==> src/rtl/irq_pkg.sv <==
package irq_pkg;

    typedef enum logic [2:0] {
        ST_NONE,
        ST_MODEM,
        ST_TXEMPTY,
        ST_TIMEOUT,
        ST_RXDATA,
        ST_LINE
    } irq_state_e;

    // indices into the pending vector, highest priority at the top
    localparam int P_MODEM   = 0;
    localparam int P_TXEMPTY = 1;
    localparam int P_TIMEOUT = 2;
    localparam int P_RXDATA  = 3;
    localparam int P_LINE    = 4;
    localparam int NUM_PEND  = 5;

    // latched event sources
    localparam int L_LINE   = 0;
    localparam int L_TX     = 1;
    localparam int L_MODEM  = 2;
    localparam int NUM_LAT  = 3;

    function automatic logic [3:0] state_code(irq_state_e s);
        logic [3:0] c;
        unique case (s)
            ST_LINE:    c = 4'b0110;
            ST_RXDATA:  c = 4'b0100;
            ST_TIMEOUT: c = 4'b1100;
            ST_TXEMPTY: c = 4'b0010;
            ST_MODEM:   c = 4'b0000;
            ST_NONE:    c = 4'b0001;
            default:    c = 4'b0001;
        endcase
        return c;
    endfunction

    function automatic int unsigned trig_level(logic en, logic [1:0] sel);
        int unsigned t;
        if (!en) begin
            t = 1;
        end else begin
            unique case (sel)
                2'd0: t = 1;
                2'd1: t = 4;
                2'd2: t = 8;
                2'd3: t = 14;
                default: t = 1;
            endcase
        end
        return t;
    endfunction

endpackage

==> src/rtl/irq_evt_latch.sv <==
module irq_evt_latch #(
    parameter int N = 3
) (
    input  logic         clk,
    input  logic         rst_n,
    input  logic [N-1:0] set,
    input  logic [N-1:0] clr,
    output logic [N-1:0] q,
    output logic [N-1:0] d
);
    for (genvar i = 0; i < N; i++) begin : g_lat
        // a new event outranks a clear in the same cycle
        assign d[i] = set[i] | (q[i] & ~clr[i]);

        always_ff @(posedge clk or negedge rst_n) begin
            if (!rst_n) q[i] <= 1'b0;
            else        q[i] <= d[i];
        end
    end
endmodule

==> src/rtl/irq_rx_watch.sv <==
module irq_rx_watch
    import irq_pkg::*;
#(
    parameter int CNT_W       = 5,
    parameter int CHAR_CYCLES = 10,
    parameter int TO_CHARS    = 4
) (
    input  logic             clk,
    input  logic             rst_n,
    input  logic             fifo_en,
    input  logic [1:0]       trig_sel,
    input  logic [CNT_W-1:0] rx_count,
    input  logic             rx_push,
    input  logic             rx_pop,
    output logic             rx_ready,
    output logic             to_d
);
    localparam int LIMIT = CHAR_CYCLES * TO_CHARS;
    localparam int IW    = $clog2(LIMIT + 1);
    localparam logic [IW-1:0] LIMIT_V = IW'(LIMIT);

    logic [CNT_W-1:0] thr;
    logic [IW-1:0]    idle_cnt;
    logic             to_q;
    logic             below;
    logic             idle_reset;

    assign thr      = CNT_W'(trig_level(fifo_en, trig_sel));
    assign rx_ready = (rx_count >= thr);
    assign below    = (rx_count != '0) && (rx_count < thr);

    assign idle_reset = rx_push | rx_pop | (rx_count == '0) | ~fifo_en;

    always_ff @(posedge clk or negedge rst_n) begin
        if (!rst_n)                  idle_cnt <= '0;
        else if (idle_reset)         idle_cnt <= '0;
        else if (idle_cnt != LIMIT_V) idle_cnt <= idle_cnt + 1'b1;
    end

    assign to_d = fifo_en & ~rx_pop &
                  (to_q | ((idle_cnt == LIMIT_V) & below));

    always_ff @(posedge clk or negedge rst_n) begin
        if (!rst_n) to_q <= 1'b0;
        else        to_q <= to_d;
    end
endmodule

==> src/rtl/irq_arbiter.sv <==
module irq_arbiter
    import irq_pkg::*;
(
    input  logic                clk,
    input  logic                rst_n,
    input  logic [NUM_PEND-1:0] pend_next,
    input  logic                fifo_en,
    input  logic                rd_stb,
    output logic [NUM_LAT-1:0]  ack,
    output logic [7:0]          rd_data,
    output logic                irq
);
    irq_state_e cur, nxt;

    always_comb begin
        if      (pend_next[P_LINE])    nxt = ST_LINE;
        else if (pend_next[P_RXDATA])  nxt = ST_RXDATA;
        else if (pend_next[P_TIMEOUT]) nxt = ST_TIMEOUT;
        else if (pend_next[P_TXEMPTY]) nxt = ST_TXEMPTY;
        else if (pend_next[P_MODEM])   nxt = ST_MODEM;
        else                           nxt = ST_NONE;
    end

    // state register
    always_ff @(posedge clk or negedge rst_n) begin
        if (!rst_n) cur <= ST_NONE;
        else        cur <= nxt;
    end

    // acknowledge of the reported latched source
    always_comb begin
        ack = '0;
        unique case (cur)
            ST_LINE:    ack[L_LINE]  = rd_stb;
            ST_TXEMPTY: ack[L_TX]    = rd_stb;
            ST_MODEM:   ack[L_MODEM] = rd_stb;
            ST_RXDATA, ST_TIMEOUT, ST_NONE: ack = '0;
            default:    ack = '0;
        endcase
    end

    assign irq = (cur != ST_NONE);

    // output register: status captured at the read edge
    always_ff @(posedge clk or negedge rst_n) begin
        if (!rst_n)      rd_data <= 8'h01;
        else if (rd_stb) rd_data <= {{2{fifo_en}}, 2'b00, state_code(cur)};
    end
endmodule

==> src/rtl/uart_irq_id.sv <==
module uart_irq_id
    import irq_pkg::*;
#(
    parameter int CNT_W       = 5,
    parameter int CHAR_CYCLES = 10,
    parameter int TO_CHARS    = 4
) (
    input  logic             clk,
    input  logic             rst_n,
    input  logic             fifo_en,
    input  logic [1:0]       trig_sel,
    input  logic [3:0]       src_en,
    input  logic [CNT_W-1:0] rx_count,
    input  logic             rx_push,
    input  logic             rx_pop,
    input  logic             line_err_evt,
    input  logic             lsr_rd,
    input  logic             tx_empty_evt,
    input  logic             thr_wr,
    input  logic             modem_evt,
    input  logic             msr_rd,
    input  logic             rd_stb,
    output logic [7:0]       rd_data,
    output logic             irq
);
    logic [NUM_LAT-1:0]  lat_set, lat_clr, lat_q, lat_d, ack;
    logic [NUM_PEND-1:0] pend_next;
    logic                rx_ready, to_d;

    assign lat_set[L_LINE]  = line_err_evt;
    assign lat_set[L_TX]    = tx_empty_evt;
    assign lat_set[L_MODEM] = modem_evt;
    assign lat_clr[L_LINE]  = lsr_rd | ack[L_LINE];
    assign lat_clr[L_TX]    = thr_wr | ack[L_TX];
    assign lat_clr[L_MODEM] = msr_rd | ack[L_MODEM];

    irq_evt_latch #(.N(NUM_LAT)) u_lat (
        .clk(clk), .rst_n(rst_n), .set(lat_set), .clr(lat_clr),
        .q(lat_q), .d(lat_d)
    );

    irq_rx_watch #(
        .CNT_W(CNT_W), .CHAR_CYCLES(CHAR_CYCLES), .TO_CHARS(TO_CHARS)
    ) u_rx (
        .clk(clk), .rst_n(rst_n), .fifo_en(fifo_en), .trig_sel(trig_sel),
        .rx_count(rx_count), .rx_push(rx_push), .rx_pop(rx_pop),
        .rx_ready(rx_ready), .to_d(to_d)
    );

    assign pend_next[P_LINE]    = lat_d[L_LINE]  & src_en[2];
    assign pend_next[P_RXDATA]  = rx_ready       & src_en[0];
    assign pend_next[P_TIMEOUT] = to_d           & src_en[0];
    assign pend_next[P_TXEMPTY] = lat_d[L_TX]    & src_en[1];
    assign pend_next[P_MODEM]   = lat_d[L_MODEM] & src_en[3];

    irq_arbiter u_arb (
        .clk(clk), .rst_n(rst_n), .pend_next(pend_next), .fifo_en(fifo_en),
        .rd_stb(rd_stb), .ack(ack), .rd_data(rd_data), .irq(irq)
    );

    logic unused_q;
    assign unused_q = ^lat_q;
endmodule

==> config.mk <==
export PLATFORM = sky130hd
export DESIGN_NAME = uart_irq_id
export DESIGN_NICKNAME = d
export VERILOG_FILES = /design/src/rtl/irq_pkg.sv /design/src/rtl/irq_evt_latch.sv /design/src/rtl/irq_rx_watch.sv /design/src/rtl/irq_arbiter.sv /design/src/rtl/uart_irq_id.sv
export SDC_FILE = /design/constraint.sdc
export NUM_CORES = 1
export LEC_CHECK = 0
export BUFFER_PORTS_ARGS = -buffer_cell sky130_fd_sc_hd__buf_2
export CAP_MARGIN = 40
export CORE_AREA = 3 3 55 57
export DETAILED_ROUTE_END_ITERATION = 8
export DIE_AREA = 0 0 58 60
export PLACE_DENSITY = 0.65
export SKIP_CTS_REPAIR_TIMING = 1
export SYNTH_ARGS = -nofsm -noshare
export SYNTH_HDL_FRONTEND = slang
export SYNTH_SLANG_ARGS = --single-unit
==> constraint.sdc <==
create_clock -name clk -period 1.4 [get_ports clk]
set_input_delay 0.07 -clock clk [delete_from_list [all_inputs] [get_ports clk]]
set_output_delay 0.07 -clock clk [all_outputs]
set_load 0.02 [all_outputs]
## Word level (Yosys, flattened, before mapping)

Cells that the tools add are included.

- Add/subtract/negate cells: 1
- Order comparisons: 2
- Equality and inequality tests: 10
- Multiplexer cells: 13
- Bitwise logic cells: 26
- Reductions and logical operators: 6

Operators by type and width:

| operator | number |
|---|---|
| 4-bit case mux with 5 select lines | 1 |
| 5-bit case mux with 4 select lines | 1 |
| 3-bit two-way mux | 4 |
| 6-bit two-way mux | 2 |
| 1-bit bitwise AND | 11 |
| 1-bit bitwise OR | 10 |
| 6-bit by 1-bit adder with 6-bit output, second input constant | 1 |
| 3-bit by 2-bit == test with 1-bit output, second input constant | 2 |
| 3-bit == test, second input constant | 2 |
| 6-bit == test, second input constant | 1 |
| 6-bit inequality test, second input constant | 1 |
| 5-bit greater-or-equal comparator | 1 |
| 5-bit logical NOT | 1 |
| 5-bit < comparator | 1 |
| 5-bit two-way mux | 1 |
| 1-bit NOT | 5 |
| 5-bit nonzero test | 1 |
| 2-bit == test, second input constant | 2 |
| 1-bit two-way mux | 4 |
| 3-bit by 1-bit == test with 1-bit output, second input constant | 1 |
| 3-bit nonzero test | 1 |
| 2-bit by 1-bit == test with 1-bit output, second input constant | 1 |
| 2-bit logical NOT | 1 |
| 2-bit nonzero test | 1 |
| 1-bit logical AND | 1 |

- Flip-flop bits (word level): 18
- Input port bits: 23
- Output and inout bits: 9
- Word-level logic and storage cells: 65

## Logic depth before layout (Yosys ltp)

- Depth after elaboration: 12
- Gate-level depth with buffers: 7

## Modules after synthesis

From an unflattened synthesis, not the netlist that was laid out.

- Cells, all modules: 111
- Area total of the unflattened synthesis: 1081.0 sq um

Modules (own cells, without submodules):

| module | instances | cells each | area each (sq um) | sequential area each (sq um) |
|---|---|---|---|---|
| irq_rx_watch | 1 | 58 | 521.8 | 175.2 |
| irq_arbiter | 1 | 36 | 400.4 | 201.4 |
| irq_evt_latch | 1 | 9 | 108.9 | 75.1 |
| uart_irq_id | 1 | 8 | 50.0 | 0.0 |

## Worst setup path after synthesis

No wires, ideal clock.

- Path kind: reg-to-reg
- Start: register u_rx.idle_cnt[0]
- End: register u_arb.cur[0]
- Data arrival time: 1.426 ns
- Setup slack: -0.152 ns
- Stages on the path, launching flop included: 8
- Clock period less this slack: 1.552 ns
- Path through: dfrtp_1 inv_1 ha_1 and4_1 clkbuf_1 a31oi_4 nor3b_2 a221o_1

- Cells in the longest elaborated chain, start to end: 8

RTL lines:

| what | RTL line | RTL |
|---|---|---|
| start: declaration | irq_rx_watch.sv:23 | `logic [IW-1:0] idle_cnt;` |
| start signal: assignment | irq_rx_watch.sv:37 | `else if (idle_cnt != LIMIT_V) idle_cnt <= idle_cnt + 1'b1;` |
| 6-bit == test | irq_rx_watch.sv:41 | `(to_q \| ((idle_cnt == LIMIT_V) & below));` |
| 1-bit bitwise AND | irq_rx_watch.sv:41 |  |
| 1-bit bitwise OR | irq_rx_watch.sv:41 |  |
| 1-bit bitwise AND | irq_rx_watch.sv:40 | `assign to_d = fifo_en & ~rx_pop &` |
| 1-bit bitwise AND | uart_irq_id.sv:52 | `assign pend_next[P_TIMEOUT] = to_d & src_en[0];` |
| 3-bit two-way mux | irq_arbiter.sv:18 | `else if (pend_next[P_TIMEOUT]) nxt = ST_TIMEOUT;` |
| 3-bit two-way mux | irq_arbiter.sv:17 | `else if (pend_next[P_RXDATA]) nxt = ST_RXDATA;` |
| 3-bit two-way mux | irq_arbiter.sv:16 | `if (pend_next[P_LINE]) nxt = ST_LINE;` |
| net u_arb.nxt[0] | irq_arbiter.sv:13 | `irq_state_e cur, nxt;` |
| end signal: assignment | irq_arbiter.sv:27 | `else cur <= nxt;` |
| end: declaration | irq_arbiter.sv:13 |  |

The timed path passes the listed nets, and every way through them passes these cells.
A chain may end at the register's enable or synchronous reset.

## Worst setup path in the final report

- Start: register u_arb.cur[1]
- End: register u_arb.cur[0]

- Cells in the longest elaborated chain, start to end: 12
- Elaborated cells between the ends (all ways): 26
- Those cells by class: eq/ne: 3; mux: 8; bitwise: 15

RTL lines:

| what | RTL line | RTL |
|---|---|---|
| 3-bit by 1-bit == test with 1-bit output | irq_arbiter.sv:33 | `unique case (cur)` |
| 1-bit two-way mux | irq_arbiter.sv:33 |  |
| 1-bit bitwise OR | uart_irq_id.sv:35 | `assign lat_clr[L_MODEM] = msr_rd \| ack[L_MODEM];` |
| 1-bit NOT | irq_evt_latch.sv:13 | `assign d[i] = set[i] \| (q[i] & ~clr[i]);` |
| 1-bit bitwise AND | irq_evt_latch.sv:13 |  |
| 1-bit bitwise OR | irq_evt_latch.sv:13 |  |
| net lat_d[2] | uart_irq_id.sv:26 | `logic [NUM_LAT-1:0] lat_set, lat_clr, lat_q, lat_d, ack;` |
| 1-bit bitwise AND | uart_irq_id.sv:54 | `assign pend_next[P_MODEM] = lat_d[L_MODEM] & src_en[3];` |
| 1-bit two-way mux | irq_arbiter.sv:20 | `else if (pend_next[P_MODEM]) nxt = ST_MODEM;` |
| 3-bit two-way mux | irq_arbiter.sv:19 | `else if (pend_next[P_TXEMPTY]) nxt = ST_TXEMPTY;` |
| 3-bit two-way mux | irq_arbiter.sv:18 |  |
| 3-bit two-way mux | irq_arbiter.sv:17 |  |
| 3-bit two-way mux | irq_arbiter.sv:16 |  |
| net u_arb.nxt[0] | irq_arbiter.sv:13 |  |

The timed path passes the listed nets, and every way through them passes these cells.

==> reports/qor.yml <==
run_status:
  status: "finished with violations"
  violations: "setup timing"
yosys:
  async_flop_share: 1.00
  synthSimpleGateAreaFrac: 0.193
  synth_edf_count: 0
  synth_mux_area_frac: 0.0319
  synth.distinct_cells: 39
  synthAdderAreaFrac: 0.0736
  avgSynthCellArea_um2: 10.0
  synth_cells: 102
  synth-main-ff-cell: "dfrtp_1"
  synthXorXnorAreaFrac: 0.0429
  synth_top_family_by_area: "simple AND/OR/NAND/NOR gates"
  synth-seq-cells: 18
  ys_seq_area_frac: 0.443
  synth_area_um2: 1020
  synth_compound_area_frac: 0.148
  yosys_warnings: 0
final_layout:
  final_nets: 182
  syn2layout_area_growth_pct: 38.5
  layout-drive-gt1-share: 0.467
  fillers: 231
  final_core_util: 0.560
  diodes: 0
  final_common_cell: "buf_2"
  layout_common_cells: "28 x buf_2, 18 x buf_4, 17 x dfrtp_1"
route:
  drt-total-wl_mm: 2.32
  first_pass_iters: 4
  via_per_inst: 4.93
  drtIter0Drc: 31
  drc: 0
  wire_per_inst_um: 12.7
  vias: 898
  drtAntennaViolNets: 0
clocking:
  cts.path.max_buffers: 2
  clkTransAtPathRegs_ns: 0.10
  htreeDepth: 1
  cts_tree: "built"
  clk_latency_ns: 0.28
  cts_buffers: 3
  cts_root_buffer: "clkbuf_4"
  cts_sinks: 18
setup_path:
  worstSetupPathType: "reg2reg"
  crit_path_start_kind: "flip-flop"
  r2r_cells: 5
  crit_path_max_fanout: 3
  cp.required_ns: 1.58
  regToRegSetupSlack_ns: -0.06
  crit-reg2reg-launch: "u_arb.cur[1]"
  r2r_end: "u_arb.cur[0]"
  worstPathArrival_ns: 1.64
  critPathCaptureType: "flip-flop"
  startpoint: "u_arb.cur[1]"
  critical_path.endpoint: "u_arb.cur[0]"
die:
  ios: 32
  die_h_um: 60
  start_util: 0.404
  die_area_um2: 3480
  rows: 18
  fp.dieW_um: 58
  core-area_um2: 2520
grt:
  gr-usage-met3: 0.0281
  grt_pass1_vias: 933
  grt_pass1_wl_mm: 3.80
  overflow: 0
  busiest_layer: "met2"
  grt_usage: 0.141
  grt_max_degree: 19
  use_met2: 0.277
  antenna_found_initial: 0
  grtUsageMet1: 0.151
timing:
  skew_ns: 0.00227
  hold_viol_final: 0
  fmax_ghz: 0.685
  timing.final.crit_period_ns: 1.46
  fin_ws_ns: -0.0604
  slew_violations: 0
  fin_crit_sh: 1.04
  finalSetupViolCount: 3
  rsz0062_at_grt: "yes"
place:
  place.gp.congestion: 0.719
  dp_hpwl_mm: 1.82
  port-buffer-count: 29
  pre_cts_ws_ns: -0.283
flow_run:
  max_cap_viol_count: 0
power_and_ir_drop:
  power_density_nw_per_um2: 834
  p_leak_nw: 0.691
  ir_worst_vdd_uv: 461
min_path:
  hold_path.class: "in2reg"
metal layers:
layer,wire length (um),vias up
met5,0,-
met4,12,0
met3,100,2
met2,1280,19
met1,923,431
li1,-,446
layout make-up:
cell class | count | area (um2) | share of cell area
Tap cell | 30 | 37.5 | 0.0266
Timing Repair Buffer | 51 | 328 | 0.232
Inverter | 8 | 30.0 | 0.0213
Multi-Input combinational cell | 71 | 529 | 0.375
Clock buffer | 4 | 36.3 | 0.0257
Sequential cell | 18 | 452 | 0.320
cell families after synthesis:
family / count (synthesis)
other: 1
multiplexers: 3
adder cells (fa/ha/maj): 6
AND/OR/NAND/NOR: 37
XOR/XNOR: 5
AO/OA/AOI/OAI: 18
buffers and inverters: 14
flip-flops: 18
flip-flops by register name (all words and copies together), names as in the netlist:
register and cells:
u_arb.rd_data 5, u_lat.q 3, u_rx.to_q 1, u_rx.idle_cnt 6
u_arb.cur 3
worst min-delay path by stage:
stage,from,end,slack [ns],depth (start not counted)
CTS,rst_n,u_arb.rd_data[1],-0.30,1
global route,line_err_evt,u_lat.q[0],0.007,2
detailed placement,rst_n,u_arb.rd_data[1],0.03,1
floorplan,rst_n,u_arb.cur[0],-0.23,0
global placement,rst_n,u_arb.rd_data[1],0.02,1
finish,line_err_evt,u_lat.q[0],0.01,2
Yosys cell counts (all sizes together) (3+ instances only):
| master | number | area (um2) |
|---|---|---|
| dfrtp | 17 | 425 |
| xnor2 | 3 | 26.3 |
| a21oi | 4 | 20.0 |
| a31o | 3 | 26.3 |
| buf | 4 | 27.5 |
| ha | 6 | 75.1 |
| nor2 | 13 | 48.8 |
| inv | 8 | 30.0 |
| nand2 | 7 | 26.3 |
| nand3 | 5 | 25.0 |
through the flow:
step / instance area, um2 / hold slack [ns] / setup TNS (ns) / total power, W / cells
4_1_cts: 1330 / -0.299 / -0.297 / 0.00116 / 175
6_report: 1410 / 0.0142 / -0.106 / 0.00118 / 182
3_5_place_dp: 1290 / 0.0267 / -0.848 / 0.000838 / 171
2_1_floorplan: 1040 / -0.226 / -0.117 / 0.000725 / 103
5_1_grt: 1410 / 0.00719 / -0.287 / 0.00125 / 182
3_3_place_gp: 1290 / 0.0172 / -0.538 / 0.000829 / 171
where the power goes:
| group | leakage (nW) | internal (W) | switching, W |
|---|---|---|---|
| logic | 0.444 | 0.000147 | 0.000141 |
| clock network | 0.0210 | 0.000158 | 0.000162 |
| registers | 0.226 | 0.000553 | 0.0000172 |
| total | 0.691 | 0.000858 | 0.000320 |
worst max-delay path: stages, from the launching register on:
cell and delay, ns:
dfrtp_1 0.42, nor2b_2 0.16, nand3b_1 0.09, a31o_2 0.22, and4b_1 0.21, a221o_1 0.26
Power figures use the tool's default switching activity.
